File: src/rtl/rx_pair_assembler.sv
module rx_pair_assembler #(
  parameter int SYM_W  = 10,
  parameter int BYTE_W = 8,
  localparam int LANE_W = BYTE_W + 2,
  localparam int CW     = $clog2(SYM_W)
) (
  input  logic                  clk,
  input  logic                  rst_n,
  input  logic                  cfg_a_first,
  input  logic                  cfg_low_first,
  input  logic                  ser_valid,
  input  logic                  ser_bit,
  output logic                  enc_valid,
  output logic [SYM_W-1:0]      enc_group,
  input  logic                  dec_valid,
  input  logic                  dec_err,
  input  logic                  dec_ctrl,
  input  logic [BYTE_W-1:0]     dec_byte,
  output logic                  word_valid,
  output logic [2*LANE_W-1:0]   word_data
);

  logic [SYM_W-1:0]  sh;
  logic [SYM_W-1:0]  sh_nxt;
  logic [CW-1:0]     cnt;
  logic [LANE_W-1:0] hold;
  logic [LANE_W-1:0] lane_in;
  logic              have_first;

  assign sh_nxt  = cfg_a_first ? {sh[SYM_W-2:0], ser_bit} : {ser_bit, sh[SYM_W-1:1]};
  assign lane_in = {dec_err, dec_ctrl, dec_byte};

  always_ff @(posedge clk) begin
    if (!rst_n) begin
      sh        <= '0;
      cnt       <= '0;
      enc_valid <= 1'b0;
      enc_group <= '0;
    end else begin
      enc_valid <= 1'b0;
      if (ser_valid) begin
        sh <= sh_nxt;
        if (cnt == CW'(SYM_W - 1)) begin
          cnt       <= '0;
          enc_group <= sh_nxt;
          enc_valid <= 1'b1;
        end else begin
          cnt <= cnt + 1'b1;
        end
      end
    end
  end

  always_ff @(posedge clk) begin
    if (!rst_n) begin
      hold       <= '0;
      have_first <= 1'b0;
      word_valid <= 1'b0;
      word_data  <= '0;
    end else begin
      word_valid <= 1'b0;
      if (dec_valid) begin
        if (!have_first) begin
          hold       <= lane_in;
          have_first <= 1'b1;
        end else begin
          word_data  <= cfg_low_first ? {lane_in, hold} : {hold, lane_in};
          word_valid <= 1'b1;
          have_first <= 1'b0;
          hold       <= '0;
        end
      end
    end
  end

  a_r4_enc_single: assert property (@(posedge clk) disable iff (!rst_n)
    enc_valid |=> !enc_valid);
  a_r4_enc_cause: assert property (@(posedge clk) disable iff (!rst_n)
    enc_valid |-> $past(ser_valid));
  a_r4_cnt_range: assert property (@(posedge clk) disable iff (!rst_n)
    cnt < CW'(SYM_W));
  a_r8_word_single: assert property (@(posedge clk) disable iff (!rst_n)
    word_valid |=> !word_valid);
  a_r8_word_cause: assert property (@(posedge clk) disable iff (!rst_n)
    word_valid |-> $past(dec_valid));
  a_r8_word_hold: assert property (@(posedge clk) disable iff (!rst_n)
    !word_valid |-> $stable(word_data));
  a_r9_pair_clear: assert property (@(posedge clk) disable iff (!rst_n)
    word_valid |-> !have_first);

endmodule

File: config.mk
export PLATFORM = sky130hd
export DESIGN_NAME = rx_pair_assembler
export DESIGN_NICKNAME = d
export VERILOG_FILES = /design/src/rtl/rx_pair_assembler.sv
export SDC_FILE = /design/constraint.sdc
export NUM_CORES = 1
export LEC_CHECK = 0
export ABC_AREA = 1
export BUFFER_PORTS_ARGS = -buffer_cell sky130_fd_sc_hd__buf_2
export CORE_ASPECT_RATIO = 1.25
export CORE_UTILIZATION = 54
export CTS_BUF_LIST = sky130_fd_sc_hd__clkbuf_16
export CTS_CLUSTER_DIAMETER = 150
export DETAILED_ROUTE_END_ITERATION = 8
export GPL_ROUTABILITY_DRIVEN = 0
export HOLD_SLACK_MARGIN = 0.06
export PLACE_DENSITY = 0.83
export REMOVE_ABC_BUFFERS = 1
export SYNTH_ARGS = -nofsm -noshare
export SYNTH_HDL_FRONTEND = slang
export SYNTH_SLANG_ARGS = --single-unit
File: constraint.sdc
create_clock -name clk -period 1.3 [get_ports clk]
set_input_delay 0.26 -clock clk [delete_from_list [all_inputs] [get_ports clk]]
set_output_delay 0.26 -clock clk [all_outputs]
set_load 0.01 [all_outputs]
==> flow_summary.toml <==
[yosys]
synth-seq-cells = 57
yosysUniqueCellTypes = 21
yosysMostFrequentCell = "nand2_1"
syn_area_um2 = 2529
synthTopCellsByArea = "dfxtp_1, nand2_1, nand3_1, inv_1, o21ai_0"
async_flop_share_pct = 0
synth_top_area_share_pct = 45.13
synthCells = 353
synthTopCellsByCount = "nand2_1, dfxtp_1, inv_1, nand3_1, o21ai_0"
synth_edf_count = 0
yosysWarnings = 0
synth_flop_cell = "dfxtp_1"
ys_seq_area_share_pct = 45.13
avgSynthCellArea_um2 = 7.163
yosys.area.top_type = "dfxtp_1"

[final_layout]
drive_gt1_share_pct = 21.53
final_nets = 416
diodes = 0
utilization_pct = 68.91
syn_to_final_growth_pct = 21.52
final_area_um2 = 3073
final_cells = 462

[sta]
maxSlewViolCount = 0
max_slew_margin_pct = 78.37
finalHoldViolCount = 0
period_minus_slack_ns = 1.093
fmax_ghz = 0.9149
rsz0062_at_grt = "false"
skew_ns = 0.005092
holdWs_ns = 0.2358
finalSetupViolations = 0
post-route-period-util_pct = 84.08
fin_ws_ns = 0.2069
fin_tns_setup_ns = 0
tightest_slew_ns = 0.3241

[placement]
post-dp-hpwl_mm = 3.543
place_ws_ns = 0.2295
dp_cells = 446
numPortBuffers = 48
placed_cell_area_um2 = 2793

[setup_path]
required_ns = 1.04
path_cells = "buf_2"
critPathSlowestCell = "dfxtp_1"
crit_path_start_kind = "flop"
cp-end-kind = "output pin"
crit_arrival_ns = 0.83
crit_buf_inv = 1
critical_path_class = "flop to output pin"
cpLargestDelayFamily = "flip-flops"
cp_max_fo = 2
slowest_delay_ns = 0.36

[global_routing]
grt_pass1_wl_mm = 8.956
first_global_vias = 2185
antenna_found_initial = 0
grt_max_degree = 41
overflow = 0
grt_usage_pct = 22.92

[outcome]
status = "finished, final reports clean"

[die]
io_pins = 49
start_util_pct = 56.71
die_w_um = 63.21
die_area_um2 = 4962
core_area_um2 = 4459
die_h_um = 78.51
num_rows = 27

[min_path]
min_path_type = "input pin to flop"

[clocking]
cts_buffer_depth = 2
clk_latency_ns = 0.32
cts_tree = "built"
htree_levels = 3
cts_root_buf = "clkbuf_16"
ctsHoldBuffers = 0
clkSinkCount = 57
cts_made_buffers = 9
post_cts_buffers = 0
cts-resized-gates = 0
cts.clk_slew.worst_paths_ns = 0.05

[power_and_ir_drop]
power_mw = 4.375
power_leakage_nw = 1.549
peakVddDrop_uv = 1003
p_per_area_nw_per_um2 = 1424

[detailed_routing]
via_count = 2329
ant_nets = 0
routed_wl_mm = 5.145
via_per_inst = 5.041
drc = 0
drt-initial-drc-count = 155
wl_per_cell_um = 11.14
drtPass1Iterations = 4

[flow_run]
max_cap_violations = 0
[cells by family (layout without fill, tap and decap cells)]
kind of cell,Yosys count,in the layout,synth area share (%)
AO/OA/AOI/OAI,63,63,12.57
buffers and inverters,70,121,12.07
flip-flops,57,57,45.13
AND/OR/NAND/NOR,163,163,30.23
[state kept, by name, summed over array words and instances, names as in the netlist]
signal,count
hold,10
have_first,1
sh,10
enc_valid,1
word_data,20
word_valid,1
enc_group,10
cnt,4
[worst paths after layout]
check	startpoint	end	slack, ns	depth (start not counted)
max	enc_group[4]	enc_group[4]	0.21	1
max reg2reg	cnt[0]	enc_group[0]	0.24	5
min	dec_byte[5]	hold[5]	0.24	3
min reg2reg	enc_group[7]	enc_group[7]	0.45	2
[cell type report]
type | instances | area [µm²]
tap | 58 | 72.57
inverter | 49 | 183.9
clock buffer | 9 | 225.2
timing repair buffer | 56 | 312.8
clock inverter | 7 | 55.05
sequential | 57 | 1141
fill | 388 | 1386
multi-input combinational | 226 | 1082
[metal layers]
metal	vias up	global-route usage [%]	routed length, µm
li1	1218	-	-
met1	1048	25.07	2295
met2	53	40.43	2523
met3	10	5.087	209
met4	0	12.95	117
met5	-	0	0
[worst reg2reg max path, stage by stage, from the launching register on]
cell and delay (ns):
dfxtp_1 0.38, nand2_2 0.09, inv_2 0.09, nand3_4 0.19, nand3_1 0.14, nand2_1 0.06
[where the power goes]
group / internal [mW] / leakage (nW) / switching [mW] / total [mW]
clock network: 1.44 / 0.150 / 0.729 / 2.17
logic: 0.123 / 0.934 / 0.229 / 0.352
registers: 1.82 / 0.464 / 0.0361 / 1.85
[placed cells by master, fill, tap and decap left out, types with 2 or more instances in the layout]
cell,count
nand3_2,9
clkinv_2,2
dfxtp_1,57
clkbuf_16,9
inv_2,4
o21ai_0,30
inv_1,47
nand3_1,42
buf_4,7
nor2_4,3
nand2_1,99
nor2_1,6
a21oi_1,22
clkinv_1,2
buf_2,48
o21ai_1,10
No activity file was read; power rests on OpenSTA's default activity.
